[src/rtl/pic_pkg.sv]
package pic_pkg;
  localparam int DW    = 16;
  localparam int VN_W  = 7;
  localparam int VA_W  = 21;
  localparam int VB_W  = VA_W - 8;
  localparam int LVL_W = 2;

  typedef enum logic [1:0] {
    FLD_OFF = 2'b00,
    FLD_L0  = 2'b01,
    FLD_L1  = 2'b10,
    FLD_L2  = 2'b11
  } prio_fld_e;

  typedef struct packed {
    logic [VN_W-1:0] vnum;
    logic [VA_W-1:0] addr;
  } fast_ch_t;
endpackage

[src/rtl/pic_regs.sv]
module pic_regs
  import pic_pkg::*;
#(
  parameter int N_SRC  = 16,
  parameter int N_FAST = 2,
  parameter int AW     = 5
) (
  input  logic                    clk_i,
  input  logic                    rst_ni,
  input  logic                    we_i,
  input  logic [AW-1:0]           addr_i,
  input  logic [DW-1:0]           wdata_i,
  output logic [DW-1:0]           rdata_o,
  input  logic [N_SRC-1:0]        pend_i,
  input  logic                    irq_i,
  output logic [N_SRC-1:0][1:0]   rank_o,
  output logic [VB_W-1:0]         vbase_o,
  output fast_ch_t [N_FAST-1:0]   fast_o
);
  localparam int PR_REGS = (N_SRC + 7) / 8;
  localparam int PD_REGS = (N_SRC + 15) / 16;
  localparam int A_VBASE = PR_REGS;
  localparam int A_FAST  = PR_REGS + 1;
  localparam int A_PEND  = A_FAST + 3 * N_FAST;
  localparam int A_CTRL  = A_PEND + PD_REGS;

  logic [N_SRC-1:0][1:0]     prio_q;
  logic [VB_W-1:0]           vbase_q;
  logic [PD_REGS*DW-1:0]     pend_pad;

  always_ff @(posedge clk_i or negedge rst_ni) begin
    if (!rst_ni) begin
      prio_q  <= '0;
      vbase_q <= '0;
    end else if (we_i) begin
      for (int i = 0; i < N_SRC; i++)
        if (addr_i == AW'(i / 8)) prio_q[i] <= wdata_i[2*(i%8) +: 2];
      if (addr_i == AW'(A_VBASE)) vbase_q <= wdata_i[VB_W-1:0];
    end
  end

  for (genvar c = 0; c < N_FAST; c++) begin : g_fast
    logic [VN_W-1:0]    fm_q;
    logic [DW-1:0]      fl_q;
    logic [VA_W-DW-1:0] fh_q;
    always_ff @(posedge clk_i or negedge rst_ni) begin
      if (!rst_ni) begin
        fm_q <= '0;
        fl_q <= '0;
        fh_q <= '0;
      end else if (we_i) begin
        if (addr_i == AW'(A_FAST + 3*c))     fm_q <= wdata_i[VN_W-1:0];
        if (addr_i == AW'(A_FAST + 3*c + 1)) fl_q <= wdata_i;
        if (addr_i == AW'(A_FAST + 3*c + 2)) fh_q <= wdata_i[VA_W-DW-1:0];
      end
    end
    assign fast_o[c].vnum = fm_q;
    assign fast_o[c].addr = {fh_q, fl_q};
  end

  always_comb begin
    pend_pad = '0;
    pend_pad[N_SRC-1:0] = pend_i;
  end

  always_comb begin
    rdata_o = '0;
    for (int r = 0; r < PR_REGS; r++)
      if (addr_i == AW'(r))
        for (int j = 0; j < 8; j++)
          if (r*8 + j < N_SRC) rdata_o[2*j +: 2] = prio_q[r*8 + j];
    if (addr_i == AW'(A_VBASE)) rdata_o[VB_W-1:0] = vbase_q;
    for (int c = 0; c < N_FAST; c++) begin
      if (addr_i == AW'(A_FAST + 3*c))     rdata_o[VN_W-1:0] = fast_o[c].vnum;
      if (addr_i == AW'(A_FAST + 3*c + 1)) rdata_o = fast_o[c].addr[DW-1:0];
      if (addr_i == AW'(A_FAST + 3*c + 2)) rdata_o[VA_W-DW-1:0] = fast_o[c].addr[VA_W-1:DW];
    end
    for (int p = 0; p < PD_REGS; p++)
      if (addr_i == AW'(A_PEND + p)) rdata_o = pend_pad[p*DW +: DW];
    if (addr_i == AW'(A_CTRL)) rdata_o[DW-1] = irq_i;
  end

  assign rank_o  = prio_q;
  assign vbase_o = vbase_q;
endmodule

[src/rtl/pic_pend.sv]
module pic_pend #(
  parameter int N_SRC = 16,
  localparam int IW   = $clog2(N_SRC)
) (
  input  logic             clk_i,
  input  logic             rst_ni,
  input  logic [N_SRC-1:0] req_i,
  input  logic [N_SRC-1:0] en_i,
  input  logic             clr_i,
  input  logic [IW-1:0]    win_i,
  output logic [N_SRC-1:0] pend_o
);
  logic [N_SRC-1:0] pend_q;

  always_ff @(posedge clk_i or negedge rst_ni) begin
    if (!rst_ni) pend_q <= '0;
    else
      for (int i = 0; i < N_SRC; i++)
        pend_q[i] <= en_i[i] & ~(clr_i && win_i == IW'(i)) & (pend_q[i] | req_i[i]);
  end

  assign pend_o = pend_q;

  AST_ACK_CLEARS_PEND: assert property (@(posedge clk_i) disable iff (!rst_ni)
    clr_i |=> !pend_q[$past(win_i)]);
endmodule

[src/rtl/pic_arb.sv]
module pic_arb
  import pic_pkg::*;
#(
  parameter int N_SRC     = 16,
  parameter int N_FAST    = 2,
  parameter int VEC_FIRST = 16,
  localparam int IW       = $clog2(N_SRC)
) (
  input  logic                  clk_i,
  input  logic                  rst_ni,
  input  logic [N_SRC-1:0]      pend_i,
  input  logic [N_SRC-1:0][1:0] rank_i,
  input  logic [1:0]            core_mask_i,
  input  logic [VB_W-1:0]       vbase_i,
  input  fast_ch_t [N_FAST-1:0] fast_i,
  input  logic                  ack_i,
  output logic                  irq_o,
  output logic [LVL_W-1:0]      lvl_o,
  output logic [VA_W-1:0]       vaddr_o,
  output logic [IW-1:0]         win_o
);
  logic [1:0]      best_rank;
  logic [IW-1:0]   best_idx;
  logic [VN_W-1:0] vnum;
  logic [VA_W-1:0] va_d;
  logic            go;

  // descending scan with >= leaves the lowest index of the top level
  always_comb begin
    best_rank = '0;
    best_idx  = '0;
    for (int i = N_SRC - 1; i >= 0; i--)
      if (pend_i[i] && rank_i[i] != 2'd0 && rank_i[i] >= best_rank) begin
        best_rank = rank_i[i];
        best_idx  = IW'(i);
      end
  end

  assign go   = best_rank > core_mask_i;
  assign vnum = VN_W'(VEC_FIRST) + VN_W'(best_idx);

  always_comb begin
    va_d = VA_W'({vbase_i, 8'h00}) + VA_W'({vnum, 1'b0});
    for (int c = N_FAST - 1; c >= 0; c--)
      if (fast_i[c].vnum == vnum) va_d = fast_i[c].addr;
  end

  logic                 irq_q;
  logic [LVL_W-1:0]     lvl_q;
  logic [VA_W-1:0]      va_q;
  logic [IW-1:0]        win_q;

  always_ff @(posedge clk_i or negedge rst_ni) begin
    if (!rst_ni) begin
      irq_q <= 1'b0;
      lvl_q <= '0;
      va_q  <= '0;
      win_q <= '0;
    end else if (ack_i && irq_q) begin
      irq_q <= 1'b0;
    end else begin
      irq_q <= go;
      if (go) begin
        lvl_q <= best_rank - 2'd1;
        va_q  <= va_d;
        win_q <= best_idx;
      end
    end
  end

  assign irq_o   = irq_q;
  assign lvl_o   = lvl_q;
  assign vaddr_o = va_q;
  assign win_o   = win_q;

  AST_ACK_DROPS_IRQ: assert property (@(posedge clk_i) disable iff (!rst_ni)
    (ack_i && irq_q) |=> !irq_q);
  AST_ACK_HOLDS_OUT: assert property (@(posedge clk_i) disable iff (!rst_ni)
    (ack_i && irq_q) |=> ($stable(va_q) && $stable(lvl_q)));
  AST_MASK_RESPECTED: assert property (@(posedge clk_i) disable iff (!rst_ni)
    irq_q |-> ({1'b0, lvl_q} + 3'd1 > {1'b0, $past(core_mask_i)}));
endmodule

[src/rtl/prio_irq_ctrl.sv]
module prio_irq_ctrl
  import pic_pkg::*;
#(
  parameter int N_SRC     = 16,
  parameter int N_FAST    = 2,
  parameter int VEC_FIRST = 16,
  parameter int AW        = 5
) (
  input  logic             clk_i,
  input  logic             rst_ni,
  input  logic             reg_we_i,
  input  logic [AW-1:0]    reg_addr_i,
  input  logic [15:0]      reg_wdata_i,
  output logic [15:0]      reg_rdata_o,
  input  logic [N_SRC-1:0] req_i,
  input  logic [1:0]       core_mask_i,
  input  logic             ack_i,
  output logic             irq_o,
  output logic [1:0]       lvl_o,
  output logic [20:0]      vec_addr_o
);
  localparam int IW = $clog2(N_SRC);

  logic [N_SRC-1:0][1:0]   rank;
  logic [N_SRC-1:0]        en;
  logic [N_SRC-1:0]        pend;
  logic [VB_W-1:0]         vbase;
  fast_ch_t [N_FAST-1:0]   fast;
  logic [IW-1:0]           win;

  for (genvar g = 0; g < N_SRC; g++) begin : g_en
    assign en[g] = |rank[g];
  end

  pic_regs #(.N_SRC(N_SRC), .N_FAST(N_FAST), .AW(AW)) u_regs (
    .clk_i   (clk_i),
    .rst_ni  (rst_ni),
    .we_i    (reg_we_i),
    .addr_i  (reg_addr_i),
    .wdata_i (reg_wdata_i),
    .rdata_o (reg_rdata_o),
    .pend_i  (pend),
    .irq_i   (irq_o),
    .rank_o  (rank),
    .vbase_o (vbase),
    .fast_o  (fast)
  );

  pic_pend #(.N_SRC(N_SRC)) u_pend (
    .clk_i  (clk_i),
    .rst_ni (rst_ni),
    .req_i  (req_i),
    .en_i   (en),
    .clr_i  (ack_i & irq_o),
    .win_i  (win),
    .pend_o (pend)
  );

  pic_arb #(.N_SRC(N_SRC), .N_FAST(N_FAST), .VEC_FIRST(VEC_FIRST)) u_arb (
    .clk_i       (clk_i),
    .rst_ni      (rst_ni),
    .pend_i      (pend),
    .rank_i      (rank),
    .core_mask_i (core_mask_i),
    .vbase_i     (vbase),
    .fast_i      (fast),
    .ack_i       (ack_i),
    .irq_o       (irq_o),
    .lvl_o       (lvl_o),
    .vaddr_o     (vec_addr_o),
    .win_o       (win)
  );
endmodule

[config.mk]
export PLATFORM = sky130hd
export DESIGN_NAME = prio_irq_ctrl
export DESIGN_NICKNAME = d
export VERILOG_FILES = /design/src/rtl/pic_pkg.sv /design/src/rtl/pic_regs.sv /design/src/rtl/pic_pend.sv /design/src/rtl/pic_arb.sv /design/src/rtl/prio_irq_ctrl.sv
export SDC_FILE = /design/constraint.sdc
export NUM_CORES = 1
export LEC_CHECK = 0
export ABC_CLOCK_PERIOD_IN_PS = 36800
export BUFFER_PORTS_ARGS = -buffer_cell sky130_fd_sc_hd__buf_2
export CAP_MARGIN = 20
export CORE_MARGIN = 3
export CORE_UTILIZATION = 41
export CTS_CLUSTER_DIAMETER = 50
export DETAILED_ROUTE_END_ITERATION = 8
export PLACE_DENSITY = 0.57
export RECOVER_POWER = 50
export SYNTH_ARGS = -nofsm -noshare
export SYNTH_HDL_FRONTEND = slang
export SYNTH_SLANG_ARGS = --single-unit
[constraint.sdc]
create_clock -name clk_i -period 36.8 [get_ports clk_i]
set_clock_uncertainty 0.05 [all_clocks]
set_input_delay 1.84 -clock clk_i [delete_from_list [all_inputs] [get_ports clk_i]]
set_output_delay 1.84 -clock clk_i [all_outputs]
set_load 0.02 [all_outputs]
==> flow_metrics.env <==
export IMPL_syn_area_per_cell_um2=10.3
export IMPL_intPower_mw=0.426
export IMPL_coreArea_um2=20400
export IMPL_vias=7285
export IMPL_h_tree_depth=4
export IMPL_place_hpwl_um=20500
export IMPL_cts_buffers=17
export IMPL_diodes=0
export IMPL_timing_final_crit_period_ps=21060
export IMPL_leakage_nw=4.33
export IMPL_initial_core_util_pct=41.9
export IMPL_cap_violations=2
export IMPL_antenna_found_initial=0
export IMPL_worstSetupStartpointType="flop"
export IMPL_status="complete, but fails checks"
export IMPL_synth_seq_cells=145
export IMPL_dp_cells=1158
export IMPL_sequentialPowerShare_pct=33.3
export IMPL_numClockSinks=145
export IMPL_grt_overflow=0
export IMPL_holdCritPathClass="flop to flop"
export IMPL_totalWireLength_um=28100
export IMPL_nets=970
export IMPL_io_buffers=82
export IMPL_power_frac_comb_pct=45.8
export IMPL_powerDensity_nw_per_um2=79.2
export IMPL_regArea_um2=3630
export IMPL_synth_area_top_cells="dfrtp_1 43%, mux2_2 13%, nand2_1 3.0%"
export IMPL_synthCells=827
export IMPL_via_per_inst=6.13
export IMPL_cts_tree="built"
export IMPL_globalRouteTotalUtil_pct=25.4
export IMPL_dr_first_iter_drc_count=599
export IMPL_die_h_um=150
export IMPL_clk_latency_ps=440
export IMPL_timing_fmax_mhz=47.5
export IMPL_drc=0
export IMPL_cp_common_cell="ha_1"
export IMPL_avgRoutedWirePerCell_um=23.6
export IMPL_cts_buffer_depth=2
export IMPL_critPathArrivalTime_ps=21290
export IMPL_synth_warnings=0
export IMPL_fin_crit_sh_pct=57.2
export IMPL_regToRegSetupSlack_ps=15740
export IMPL_place_congestion=0.914
export IMPL_grt_first_pass_wirelength_um=42900
export IMPL_ir_drop_uv=39.2
export IMPL_die_w_um=150
export IMPL_async_flop_share_pct=100
export IMPL_antenna_left=0
export IMPL_cp_required_ps=37030
export IMPL_whs_path_depth=2
export IMPL_first_pass_iters=6
export IMPL_critical_path_max_stage_delay_ps=570
export IMPL_final_layout_size_suffix_gt1_share_pct=26.2
export IMPL_final_cells=1189
export IMPL_final_hold_viol_count=0
export IMPL_synth_top_area_share_pct=42.6
export IMPL_grt_pass1_vias=7002
export IMPL_yosysSeqAreaShare_pct=42.6
export IMPL_reg2reg_depth=103
export IMPL_rsz0062_at_grt="no"
export IMPL_syn_nets=890
export IMPL_rr_endpoint="u_arb.vaddr_o[17]"
export IMPL_clk_pin_slew_ps=60
export IMPL_synth_edf_count=0
export IMPL_critPathMaxFanout=15
export IMPL_grt_max_degree=76
export IMPL_synthToLayoutAreaGrowth_pct=13.9
export IMPL_p_sw_mw=0.342
export IMPL_sw_frac_of_total_pct=44.5
export IMPL_multi_input_area_um2=4690
export IMPL_critPathKind="flop to flop"
export IMPL_whs_endpoint="u_arb.vaddr_o[6]"
export IMPL_io_pins=83
export IMPL_p_clk_share_pct=20.9
export IMPL_end_kind="flop"
export IMPL_synth_area_um2=8530
export IMPL_rows=52
export IMPL_finalSetupViolations=0
export IMPL_slew_headroom_pct=-165
export IMPL_slew_viol_final=148
export IMPL_hold_start="u_arb.vaddr_o[6]"
export IMPL_rr_startpoint="u_regs.rank_o[30]"
export IMPL_fin_tns_setup_ps=0
export IMPL_die_area_um2=22600
export IMPL_cts_hold_fix_buffers=0
export IMPL_synth_cell_types=84
export IMPL_cts_setup_buffers=0
export IMPL_nFillCells=1958
export IMPL_synth_largest_area_cell="dfrtp_1"
export IMPL_violations="max-capacitance violations, max-slew violations"
export IMPL_cp_slowest_cell="nor4_4"
export IMPL_clock_root_buffer="clkbuf_16"
export IMPL_cts_resized_gates=0
export IMPL_synthFlopType="dfrtp_1"
export IMPL_worstMarginPinSlew_ps=3980
through the flow:
stage	total power, mW	setup slack [ps]	instance area (µm²)	util, %	hold WS [ps]
finish	0.769	15740	9710	47.7	435
global route	0.821	13670	9710	47.7	470
CTS	0.773	15990	9760	47.9	439
detailed placement	0.609	16140	9230	45.3	424
global placement	0.607	16540	9230	45.3	411
floorplan	0.503	18630	8530	-	443
logic make-up after synthesis:
family	after synthesis	synth area share [%]
and+or+nand+nor	253	15.3
AOI/OAI and AO/OA	226	19.9
DFF	145	42.6
muxes	123	15.9
buffers and inverters	54	2.74
adders and majority gates	21	3.05
xor gates and xnor gates	5	0.514
synthesized netlist by cell type (4+ instances only):
cell type	number
nand3_1	22
o21ai_0	29
and3_1	6
nor3_1	22
a22oi_1	27
a21o_1	5
nor3b_1	4
a211oi_2	11
nor2b_1	9
a21boi_0	4
nand2b_1	18
and2_1	11
buf_6	4
a211oi_1	8
nor2_1	55
a222oi_1	10
mux2i_1	21
or2_2	6
clkbuf_1	23
xnor2_1	4
mux2_2	102
nand2_1	69
nand4_1	5
o21a_1	6
o22ai_1	16
a31oi_1	19
a21oi_1	38
dfrtp_1	145
ha_1	20
inv_1	24
a221oi_1	8
a221o_1	6
state kept, by name (all words and copies together), names as in the netlist:
register	flops
u_arb.irq_o	1
u_regs.g_fast.fh_q	10
u_pend.pend_o	16
u_arb.win_o	4
u_arb.vaddr_o	21
u_regs.rank_o	32
u_regs.g_fast.fl_q	32
u_arb.lvl_o	2
u_regs.vbase_o	13
u_regs.g_fast.fm_q	14
worst max-delay path, delay by kind of cell, from the launching register on:
| kind | cells | cell delay (ps) |
|---|---|---|
| XOR/XNOR | 1 | 180 |
| adder cells (fa/ha/maj) | 16 | 4350 |
| AO/OA/AOI/OAI | 39 | 7330 |
| AND/OR/NAND/NOR | 46 | 8110 |
| multiplexers | 1 | 410 |
| flip-flops | 1 | 460 |
power by group through the flow:
stage          Clock [mW]  Combinational, mW  Sequential (mW)
3_3_place_gp            0              0.351            0.257
5_1_grt             0.168              0.392            0.261
4_1_cts             0.163              0.357            0.254
3_5_place_dp            0              0.353            0.256
6_report            0.160              0.352            0.256
2_1_floorplan           0              0.256            0.247
placed cells by master (no fill, tap or decap), types with 11 or more instances in the layout:
| master | count |
|---|---|
| a21oi_1 | 38 |
| ha_1 | 20 |
| nand2b_1 | 18 |
| a31oi_1 | 19 |
| inv_1 | 24 |
| dfrtp_1 | 145 |
| mux2i_1 | 21 |
| and2_1 | 11 |
| a211oi_2 | 11 |
| clkbuf_16 | 17 |
| o21ai_0 | 29 |
| buf_2 | 55 |
| nand3_1 | 22 |
| a22oi_1 | 27 |
| o22ai_1 | 16 |
| nand2_1 | 69 |
| nor2_1 | 55 |
| mux2_2 | 102 |
| nor3_1 | 22 |
| clkbuf_1 | 31 |
area by class of cell:
type / instances / share of cell area, %
Timing Repair Buffer: 91 / 4.50
Sequential cell: 145 / 37.4
Clock inverter: 11 / 0.838
Tap cell: 270 / 3.48
Multi-Input combinational cell: 628 / 48.3
Inverter: 24 / 0.928
Clock buffer: 20 / 4.60
how the worst max path moves through the flow:
| stage | startpoint | end | slack [ps] | depth (start not counted) |
|---|---|---|---|---|
| after floorplan | u_pend.pend_o[15] | u_arb.vaddr_o[12] | 18630 | 104 |
| after detailed placement | u_regs.rank_o[30] | u_arb.lvl_o[0] | 16140 | 101 |
| final | u_regs.rank_o[30] | u_arb.vaddr_o[17] | 15740 | 103 |
| after global placement | u_regs.rank_o[30] | u_arb.vaddr_o[17] | 16540 | 102 |
| after global routing | u_regs.rank_o[30] | u_arb.vaddr_o[17] | 13670 | 102 |
| after CTS | u_regs.rank_o[30] | u_arb.vaddr_o[17] | 15990 | 103 |
routing by layer:
| metal | global-route usage [%] | up-vias | wire length [µm] |
|---|---|---|---|
| li1 | - | 3298 | - |
| met1 | 36.9 | 3651 | 12900 |
| met2 | 38.9 | 296 | 12800 |
| met3 | 4.67 | 40 | 1780 |
| met4 | 6.91 | 0 | 546 |
| met5 | 0 | - | 0 |
Power figures use the tool's default switching activity.
